## src/rtl/station_addr_filter.sv

```systemverilog
module station_addr_filter (
  input  logic        clk,
  input  logic        rst_n,
  input  logic        cfg_wr_en,
  input  logic        cfg_wr_sel,
  input  logic [31:0] cfg_wr_data,
  input  logic        cfg_rd_sel,
  output logic [31:0] cfg_rd_data,
  input  logic        mac_enable,
  output logic        cfg_error,
  input  logic        tx_src_override,
  input  logic        rx_accept_all_ucast,
  input  logic        tx_in_valid,
  input  logic        tx_in_sof,
  input  logic        tx_in_eof,
  input  logic        tx_in_ctrl,
  input  logic [7:0]  tx_in_data,
  output logic        tx_out_valid,
  output logic        tx_out_sof,
  output logic        tx_out_eof,
  output logic [7:0]  tx_out_data,
  input  logic        rx_in_valid,
  input  logic        rx_in_sof,
  input  logic        rx_in_eof,
  input  logic [7:0]  rx_in_data,
  output logic        rx_out_valid,
  output logic        rx_out_sof,
  output logic        rx_out_eof,
  output logic [7:0]  rx_out_data,
  output logic        rx_drop
);

  localparam int DLY = 6;

  logic [47:0] station;

  always_ff @(posedge clk) begin
    if (!rst_n) begin
      station   <= '0;
      cfg_error <= 1'b0;
    end else begin
      if (cfg_wr_en) begin
        if (cfg_wr_sel) station[47:32] <= cfg_wr_data[15:0];
        else            station[31:0]  <= cfg_wr_data;
      end
      cfg_error <= mac_enable && (station == 48'h0);
    end
  end

  assign cfg_rd_data = cfg_rd_sel ? {16'h0, station[47:32]} : station[31:0];

  // transmit: six-stage line, source field patched when byte 11 arrives
  logic [DLY-1:0] tv, ts, te;
  logic [7:0]     td [DLY];
  logic [3:0]     tcnt, tidx;
  logic [47:0]    tsnap;
  logic           trep, t11;

  assign tidx = tx_in_sof ? 4'd0 : tcnt;
  assign t11  = tx_in_valid && trep && (tidx == 4'd11);

  always_ff @(posedge clk) begin
    if (!rst_n) begin
      tv <= '0; ts <= '0; te <= '0;
      tcnt <= '0; tsnap <= '0; trep <= 1'b0;
      for (int i = 0; i < DLY; i++) td[i] <= 8'h0;
    end else begin
      tv <= {tv[DLY-2:0], tx_in_valid};
      ts <= {ts[DLY-2:0], tx_in_valid & tx_in_sof};
      te <= {te[DLY-2:0], tx_in_valid & tx_in_eof};
      td[0] <= t11 ? tsnap[7:0] : tx_in_data;
      for (int i = 0; i < DLY-1; i++)
        td[i+1] <= t11 ? tsnap[8*i+8 +: 8] : td[i];
      if (tx_in_valid) begin
        tcnt <= (tidx == 4'd15) ? tidx : tidx + 4'd1;
        if (tx_in_sof) begin
          tsnap <= station;
          trep  <= tx_src_override | tx_in_ctrl;
        end
      end
    end
  end

  assign tx_out_valid = tv[DLY-1];
  assign tx_out_sof   = ts[DLY-1];
  assign tx_out_eof   = te[DLY-1];
  assign tx_out_data  = td[DLY-1];

  // receive: six-stage line, whole frame squashed when its verdict is known
  logic [DLY-1:0] rv, rs, re;
  logic [7:0]     rd [DLY];
  logic [3:0]     rcnt, ridx;
  logic [47:0]    rsnap, rdest;
  logic           rdropping, rat5, rkill, rrunt, rkeep;
  logic [DLY-2:0] rmask;

  assign ridx  = rx_in_sof ? 4'd0 : rcnt;
  assign rdest = {rd[4], rd[3], rd[2], rd[1], rd[0], rx_in_data};
  assign rat5  = rx_in_valid && !rdropping && (ridx == 4'd5);
  assign rkill = rat5 && !rd[4][0] && !rx_accept_all_ucast && (rdest != rsnap);
  assign rrunt = rx_in_valid && rx_in_eof && (ridx < 4'd5);
  assign rkeep = rx_in_valid && !rdropping && !rkill && !rrunt;

  for (genvar g = 0; g < DLY-1; g++) begin : g_mask
    assign rmask[g] = rkill || (rrunt && (ridx > 4'(g)));
  end

  always_ff @(posedge clk) begin
    if (!rst_n) begin
      rv <= '0; rs <= '0; re <= '0;
      rcnt <= '0; rsnap <= '0; rdropping <= 1'b0; rx_drop <= 1'b0;
      for (int i = 0; i < DLY; i++) rd[i] <= 8'h0;
    end else begin
      rv <= {rv[DLY-2:0] & ~rmask, rkeep};
      rs <= {rs[DLY-2:0], rx_in_sof};
      re <= {re[DLY-2:0], rx_in_eof};
      rd[0] <= rx_in_data;
      for (int i = 0; i < DLY-1; i++) rd[i+1] <= rd[i];
      rx_drop <= rkill || rrunt;
      if (rx_in_valid) begin
        rcnt <= (ridx == 4'd15) ? ridx : ridx + 4'd1;
        if (rx_in_sof) rsnap <= station;
        if (rx_in_eof)  rdropping <= 1'b0;
        else if (rkill) rdropping <= 1'b1;
      end
    end
  end

  assign rx_out_valid = rv[DLY-1];
  assign rx_out_sof   = rv[DLY-1] & rs[DLY-1];
  assign rx_out_eof   = rv[DLY-1] & re[DLY-1];
  assign rx_out_data  = rd[DLY-1];

endmodule

```

## config.mk

```make
export PLATFORM = sky130hd
export DESIGN_NAME = station_addr_filter
export DESIGN_NICKNAME = d
export VERILOG_FILES = /design/src/rtl/station_addr_filter.sv
export SDC_FILE = /design/constraint.sdc
export NUM_CORES = 1
export LEC_CHECK = 0
export CAP_MARGIN = 0
export CORE_UTILIZATION = 60
export DETAILED_ROUTE_END_ITERATION = 8
export DONT_BUFFER_PORTS = 1
export PLACE_DENSITY = 0.73
export SLEW_MARGIN = 20
export SYNTH_ARGS = -nofsm -noshare
export SYNTH_HDL_FRONTEND = slang
export SYNTH_SLANG_ARGS = --single-unit
```

## constraint.sdc

```tcl
create_clock -name clk -period 4.7 [get_ports clk]
set_input_delay 0.47 -clock clk [delete_from_list [all_inputs] [get_ports clk]]
set_output_delay 0.47 -clock clk [all_outputs]
set_load 0.005 [all_outputs]
```

==> reports/qor.csv, run 1 <==
stage,metric,value,unit
final_layout,ant_diodes,0,
clock_tree,clk_transition_reported_paths,60,ps
critical_path,rrSetupSlack,2380,ps
placed_design,detailed_place_hpwl,16930,um
power,static-leakage-power,4.292,nW
final_layout,postLayoutCellArea,11980,sq um
die,io_pins,119,
detailed_routing,remaining_drc_errors,0,
clock_tree,cts-htree-levels,1,
clock_tree,cts.hold.buffers_added,0,
hold_path,holdPathStages,1,
timing,tightest_slew,951.9,ps
critical_path,worst_path_dominant_cell_family,simple AND/OR/NAND/NOR gates,
global_routing,grt_use_total,27.63,%
placed_design,portBuffers,0,
global_routing,first_pass_grt_wire_length,39640,um
critical_path,worstSetupPathType,reg2reg,
power,p_int,0.004048,W
timing,grt_setup_unrepaired,false,
clock_tree,cts_resized,0,
logic_synthesis,dominantRegCellSynth,sky130_fd_sc_hd__dfxtp_1,
detailed_routing,post_drt_via_cell_ratio,5.518,
power,p_seq_share,50.1,%
timing,final_max_slew_viol_count,0,
critical_path,timing.reg2reg.worst_path_depth,8,
placed_design,cell_area_placed,10980,sq um
die,coreArea,17960,sq um
power,worst_ir_drop_vdd,0.0003797,V
placed_design,gpl.final_weighted_congestion,0.8807,
critical_path,cp-start-kind,register,
clock_tree,cts_buffer_depth,3,
die,die_width,137.6,um
critical_path,critical_path_buf_inv_count,1,
critical_path,worst-endpoint-required,5150,ps
power,p_sw,0.001081,W
logic_synthesis,ys_seq_area_share,52.28,%
final_layout,fillerInstances,1494,
die,die_area,18930,sq um
detailed_routing,detailroute.via_count,7891,
power,power_frac_comb,3.8,%
timing,timing.final.setup_violations,0,
die,dieHeight,137.6,um
power,clock_power_share,46.1,%
final_layout,utilization,66.67,%
critical_path,worst_r2r_startpoint,tcnt[1]$_SDFFE_PN0P_,
critical_path,timing.rr.end,td[1][0]$_SDFF_PN0_,
logic_synthesis,post_synth.cell_area_avg,8.988,sq um
final_layout,commonest_non_fill_non_tap_cell_in_the_layout,sky130_fd_sc_hd__nand2_1,
logic_synthesis,synth-edff-count,0,
timing,clock-skew-final,8.733,ps
detailed_routing,antenna_viol_nets_final,0,
logic_synthesis,syn_area,11030,sq um
timing,period_needed,2319,ps
critical_path,crit_path_frequent_cell,sky130_fd_sc_hd__nand2_1,
flow_run,max_cap_violations,0,
status,outcome,"complete, no violations",
global_routing,vias_in_the_first_global_route,7406,
critical_path,cells_along_the_critical_path,nor2b_1 > ha_1 > nor2b_2 > nand2_1 > nor3_4 > buf_4 > nand2_1 > a21boi_0,
hold_path,min-delay-path-class,in2reg,
timing,fin_tns_setup,0,ps
global_routing,grt_remaining_overflow,0,
logic_synthesis,asyncSetResetFlopFracSynth,0,%
timing,final-hold-violation-count,0,
critical_path,cpMaxStageDelayCell,sky130_fd_sc_hd__nor3_4,
critical_path,crit_path_max_incr_delay,460,ps
logic_synthesis,post_synth_net_total,1295,
hold_path,min_delay_worst_endpoint,tcnt[2]$_SDFFE_PN0P_,
clock_tree,cts_setup_buffers,0,
critical_path,worst-path-max-fanout,35,
detailed_routing,drt-pass1-iter-count,5,
detailed_routing,wl_per_cell,18.09,um
clock_tree,clock_buffer_count_from_cts,28,
clock_tree,clock_insertion_delay_worst_skew,540,ps
final_layout,layout-area-overhead-vs-synth,8.600,%
power,switching_share,21.07,%
critical_path,setup.worst_path.end_class,register,
clock_tree,cts.sink_count,288,
timing,fmaxAchievable,431.3,MHz
logic_synthesis,yosys_warnings,0,
logic_synthesis,netlist-cell-type-count,44,
logic_synthesis,netlist_instances,1227,
timing,worst_slew_margin_rel,35.64,%
timing,min_period_over_period,49.33,%
power,design_power_total,0.005128,W
final_layout,layout.cells.most_common_list,"sky130_fd_sc_hd__nand2_1, sky130_fd_sc_hd__dfxtp_1, sky130_fd_sc_hd__a21boi_0",
power,powerDensity,428.2,nW/um^2
final_layout,post_route_cells_drive_above_1_share,6.411,%
global_routing,grt_antenna_before_repair,0,
critical_path,cp.arrival,2770,ps
clock_tree,tritoncts,yes,
clock_tree,cts_root_buf,sky130_fd_sc_hd__clkbuf_16,
hold_path,hp-start,tx_in_valid,
detailed_routing,initialDrtViolationCount,525,
die,initial_core_util,61.39,%
global_routing,largest_net_degree_at_the_start_of_global_routing,289,
final_layout,finish.net_count,1247,
detailed_routing,detail_route.wirelength,25880,um
logic_synthesis,yosys_register_bits,288,
die,placement_rows,49,
==> cell type report <==
type / count / area (sq um) / area share, %
clock inverter: 7 / 110.1 / 0.9194
tap: 229 / 286.5 / 2.392
multi-input combinational: 847 / 4846 / 40.46
clock buffer: 45 / 885.9 / 7.397
inverter: 6 / 22.52 / 0.1880
timing repair buffer: 8 / 60.06 / 0.5015
sequential: 288 / 5766 / 48.14
==> power groups by stage <==
| stage | registers (W) | logic, W | clock network [W] |
|---|---|---|---|
| 6_report | 0.00257 | 0.000197 | 0.00236 |
| 5_1_grt | 0.00257 | 0.000219 | 0.00250 |
| 4_1_cts | 0.00257 | 0.000197 | 0.00239 |
| 3_5_place_dp | 0.00262 | 0.000195 | 0 |
| 3_3_place_gp | 0.00262 | 0.000192 | 0 |
| 2_1_floorplan | 0.00259 | 0.000191 | 0 |
==> routing by layer <==
metal	track usage [%]	wire, um
met1	36.07	11150
met2	44.11	11890
met3	6.586	2074
met4	10.50	760
met5	0	0
==> worst max path at each step <==
stage / from / endpoint / cells past startpoint
5_1_grt: tcnt[1]$_SDFFE_PN0P_ / td[1][0]$_SDFF_PN0_ / 8
3_3_place_gp: tx_in_sof / td[2][5]$_SDFF_PN0_ / 10
3_5_place_dp: tx_in_sof / td[2][6]$_SDFF_PN0_ / 10
4_1_cts: tcnt[1]$_SDFFE_PN0P_ / td[2][6]$_SDFF_PN0_ / 8
2_1_floorplan: tx_in_sof / td[0][1]$_SDFF_PN0_ / 11
6_report: tcnt[1]$_SDFFE_PN0P_ / td[1][0]$_SDFF_PN0_ / 8
==> per-stage QoR <==
| step | instances | hold slack (ps) | setup WS, ps |
|---|---|---|---|
| after global placement | 1378 | 413.7 | 2409 |
| after detailed placement | 1378 | 420.8 | 2316 |
| final | 1430 | 40.95 | 2381 |
| after global routing | 1430 | 35.16 | 2134 |
| after CTS | 1430 | 31.18 | 2386 |
| after floorplan | 1227 | 411.9 | 2802 |
==> state kept, by name (all words and copies together) (netlist names), 48 cells and up <==
register,flops
station,48
td,48
tsnap,48
rsnap,48
rd,48
==> worst register-to-register path: stages (launching register included) <==
cell,delay (ps)
sky130_fd_sc_hd__dfxtp_1,370
sky130_fd_sc_hd__nor2b_1,170
sky130_fd_sc_hd__ha_1,200
sky130_fd_sc_hd__nor2b_2,180
sky130_fd_sc_hd__nand2_1,110
sky130_fd_sc_hd__nor3_4,460
sky130_fd_sc_hd__buf_4,430
sky130_fd_sc_hd__nand2_1,120
sky130_fd_sc_hd__a21boi_0,190
==> synthesized netlist by cell type (3+ instances only) <==
cell | number | area, sq um
sky130_fd_sc_hd__xnor2_1 | 48 | 420.4
sky130_fd_sc_hd__dfxtp_1 | 288 | 5766
sky130_fd_sc_hd__a21oi_1 | 5 | 25.02
sky130_fd_sc_hd__o211a_1 | 3 | 30.03
sky130_fd_sc_hd__o21ai_0 | 5 | 25.02
sky130_fd_sc_hd__buf_4 | 11 | 82.58
sky130_fd_sc_hd__mux2_2 | 16 | 180.2
sky130_fd_sc_hd__nor2_1 | 4 | 15.01
sky130_fd_sc_hd__nor4_1 | 14 | 87.58
sky130_fd_sc_hd__nor3b_1 | 4 | 30.03
sky130_fd_sc_hd__nand3_1 | 3 | 15.01
sky130_fd_sc_hd__clkbuf_1 | 57 | 214.0
sky130_fd_sc_hd__a21boi_0 | 170 | 1276
sky130_fd_sc_hd__nand2_1 | 399 | 1498
sky130_fd_sc_hd__a21boi_1 | 24 | 180.2
sky130_fd_sc_hd__buf_6 | 3 | 33.78
sky130_fd_sc_hd__ha_1 | 5 | 62.56
sky130_fd_sc_hd__nor2b_1 | 20 | 125.1
sky130_fd_sc_hd__inv_1 | 6 | 22.52
sky130_fd_sc_hd__buf_2 | 13 | 65.06
sky130_fd_sc_hd__and2_1 | 81 | 506.7
sky130_fd_sc_hd__nand4_1 | 15 | 93.84
==> cells by family (layout without fill, tap and decap cells) <==
| logic type | count (synthesis) | after routing | share of synthesized area (%) |
|---|---|---|---|
| AND/OR/NAND/NOR | 558 | 558 | 22.90 |
| XOR/XNOR | 48 | 48 | 3.812 |
| multiplexers | 17 | 17 | 1.725 |
| buffers and inverters | 92 | 66 | 3.858 |
| AO/OA/AOI/OAI | 219 | 219 | 14.86 |
| adder cells (fa/ha/maj) | 5 | 5 | 0.5673 |
| flip-flops | 288 | 288 | 52.28 |
No activity file was read; power rests on OpenSTA's default activity.
==> inputs of run 2 (changes only) <==
Clock period 4.7 ns to 2.3 ns, I/O delays scaled along.
==> reports/qor.csv, run 2 (synthesized netlist as in run 1, its figures left out) <==
stage,metric,value,unit,change
timing,timing.final.setup_violations,0,,unchanged
global_routing,vias_in_the_first_global_route,8808,,was 7406
timing,worst_slew_margin_rel,52.31,%,was 35.64%
placed_design,portBuffers,0,,unchanged
clock_tree,clock_buffer_count_from_cts,30,,was 28
power,design_power_total,0.01061,W,was 0.005128 W
clock_tree,tritoncts,yes,,unchanged
critical_path,worst-path-max-fanout,4,,was 35
detailed_routing,wl_per_cell,18.81,um,was 18.09 um
timing,tightest_hold_margin,20.21,ps,was 40.95 ps
power,powerDensity,770.4,nW/um^2,was 428.2 nW/um^2
die,io_pins,119,,unchanged
placed_design,gpl.final_weighted_congestion,0.8442,,was 0.8807
final_layout,layout.cells.most_common_list,"sky130_fd_sc_hd__nand2_1, sky130_fd_sc_hd__dfxtp_1, sky130_fd_sc_hd__dlygate4sd3_1",,"was sky130_fd_sc_hd__nand2_1, sky130_fd_sc_hd__dfxtp_1, sky130_fd_sc_hd__a21boi_0"
detailed_routing,remaining_drc_errors,0,,unchanged
status,outcome,"complete, no violations",,unchanged
die,die_area,18930,sq um,unchanged
detailed_routing,post_drt_via_cell_ratio,5.578,,was 5.518
timing,fin_tns_setup,0,ps,unchanged
timing,post-route-worst-setup-slack,218.5,ps,was 2381 ps
die,dieHeight,137.6,um,unchanged
detailed_routing,drt-pass1-iter-count,7,,was 5
timing,final_max_slew_viol_count,0,,unchanged
clock_tree,cts.sink_count,288,,unchanged
critical_path,worstSetupPathType,reg2reg,,unchanged
final_layout,layout-area-overhead-vs-synth,24.91,%,was 8.600%
timing,final-hold-violation-count,0,,unchanged
placed_design,place_ws,293.7,ps,was 2316 ps
timing,fmaxAchievable,480.4,MHz,was 431.3 MHz
placed_design,detailed_place_hpwl,17120,um,was 16930 um
timing,tightest_slew,715.3,ps,was 951.9 ps
timing,grt_setup_unrepaired,false,,unchanged
die,coreArea,17960,sq um,unchanged
detailed_routing,detail_route.wirelength,30320,um,was 25880 um
critical_path,worst-endpoint-required,2730,ps,was 5150 ps
global_routing,grt_use_total,32.65,%,was 27.63%
final_layout,finish.net_count,1430,,was 1247
timing,period_needed,2081,ps,was 2319 ps
power,worst_ir_drop_vdd,0.0008459,V,was 0.0003797 V
flow_run,max_cap_violations,0,,unchanged
clock_tree,cts_root_buf,sky130_fd_sc_hd__clkbuf_16,,unchanged
clock_tree,clock_insertion_delay_worst_skew,550,ps,was 540 ps
global_routing,grt_antenna_before_repair,0,,unchanged
global_routing,grt_remaining_overflow,0,,unchanged
global_routing,first_pass_grt_wire_length,47090,um,was 39640 um
final_layout,commonest_non_fill_non_tap_cell_in_the_layout,sky130_fd_sc_hd__nand2_1,,unchanged
detailed_routing,initialDrtViolationCount,681,,was 525
power,static-leakage-power,5.317,nW,was 4.292 nW
timing,clock-skew-final,13.36,ps,was 8.733 ps
critical_path,setup.worst_path.end_class,register,,unchanged
die,initial_core_util,61.39,%,unchanged
detailed_routing,detailroute.via_count,8992,,was 7891
clock_tree,cts-htree-levels,1,,unchanged
critical_path,cp-start-kind,register,,unchanged
clock_tree,cts_buffer_depth,3,,unchanged
hold_path,min-delay-path-class,in2reg,,unchanged
die,die_width,137.6,um,unchanged
critical_path,cp.arrival,2510,ps,was 2770 ps
final_layout,post_route_cells_drive_above_1_share,6.074,%,was 6.411%
final_layout,fillerInstances,1246,,was 1494
detailed_routing,antenna_viol_nets_final,0,,unchanged
global_routing,largest_net_degree_at_the_start_of_global_routing,171,,was 289
timing,min_period_over_period,90.50,%,was 49.33%
die,placement_rows,49,,unchanged
final_layout,ant_diodes,0,,unchanged
clock_tree,clk_transition_reported_paths,60,ps,about the same
==> run 2: changes by cell type in the layout (fill, tap and decap cells not counted), sizes merged <==
| cell | delta |
|---|---|
| inv | +1 |
| clkinvlp | +1 |
| buf | +8 |
| clkbuf | +2 |
| clkinv | -1 |
| dlygate4sd3 | +173 |
| bufinv | -2 |
==> run 2: per-layer routing <==
metal / vias up / GRT usage [%] / wire length, um
met5: - / 0 / 0
met4: 0 / 12.09 / 901
met3: 69 / 6.071 / 2352
met2: 361 / 54.77 / 14630
met1: 4310 / 41.63 / 12430
li1: 4252 / - / -
==> run 2: cell type report <==
cell class / count / area (sq um) / area share (%)
tap: 229 / 286.5 / 2.080
multi-input combinational: 847 / 4850 / 35.20
clock buffer: 47 / 894.6 / 6.494
sequential: 288 / 5766 / 41.85
timing repair buffer: 189 / 1884 / 13.68
inverter: 6 / 22.52 / 0.1635
clock inverter: 6 / 72.57 / 0.5268
==> run 2: through the flow <==
step / cell area (sq um) / util [%] / cells
2_1_floorplan: 11030 / - / 1227
3_3_place_gp: 11050 / 61.49 / 1385
3_5_place_dp: 11050 / 61.49 / 1385
4_1_cts: 13770 / 76.67 / 1612
5_1_grt: 13780 / 76.69 / 1612
6_report: 13780 / 76.69 / 1612
==> run 2: report_power, final <==
group / internal, W / switching [W]
Clock: 0.00277 / 0.00193
Sequential: 0.00512 / 0.000132
Combinational: 0.000349 / 0.000312
==> run 2: final timing paths <==
path                   startpoint              endpoint  slack, ps  cells after the start
max          rcnt[1]$_SDFFE_PN0P_  rcnt[1]$_SDFFE_PN0P_        220                      7
min                     rx_in_eof      rv[4]$_SDFF_PN0_         20                      2
max reg2reg  rcnt[1]$_SDFFE_PN0P_  rcnt[1]$_SDFFE_PN0P_        220                      7
min reg2reg   td[2][4]$_SDFF_PN0_   td[3][4]$_SDFF_PN0_        440                      2
==> run 2: critical path, cell delays in order, from the launching register on <==
cell and delay, ps:
sky130_fd_sc_hd__dfxtp_1 360, sky130_fd_sc_hd__nor2b_1 260, sky130_fd_sc_hd__ha_1 230, sky130_fd_sc_hd__nand2_1 80, sky130_fd_sc_hd__o21ai_2 220, sky130_fd_sc_hd__mux2i_1 220, sky130_fd_sc_hd__nor2b_1 60, sky130_fd_sc_hd__dlygate4sd3_1 550
==> run 2: timing repair <==
item                                    CTS  global route
hold buffers                            174             0
setup buffers                             0             0
hold endpoints to repair                287             0
resized for setup                         0             2
endpoints found under the setup margin    0             2
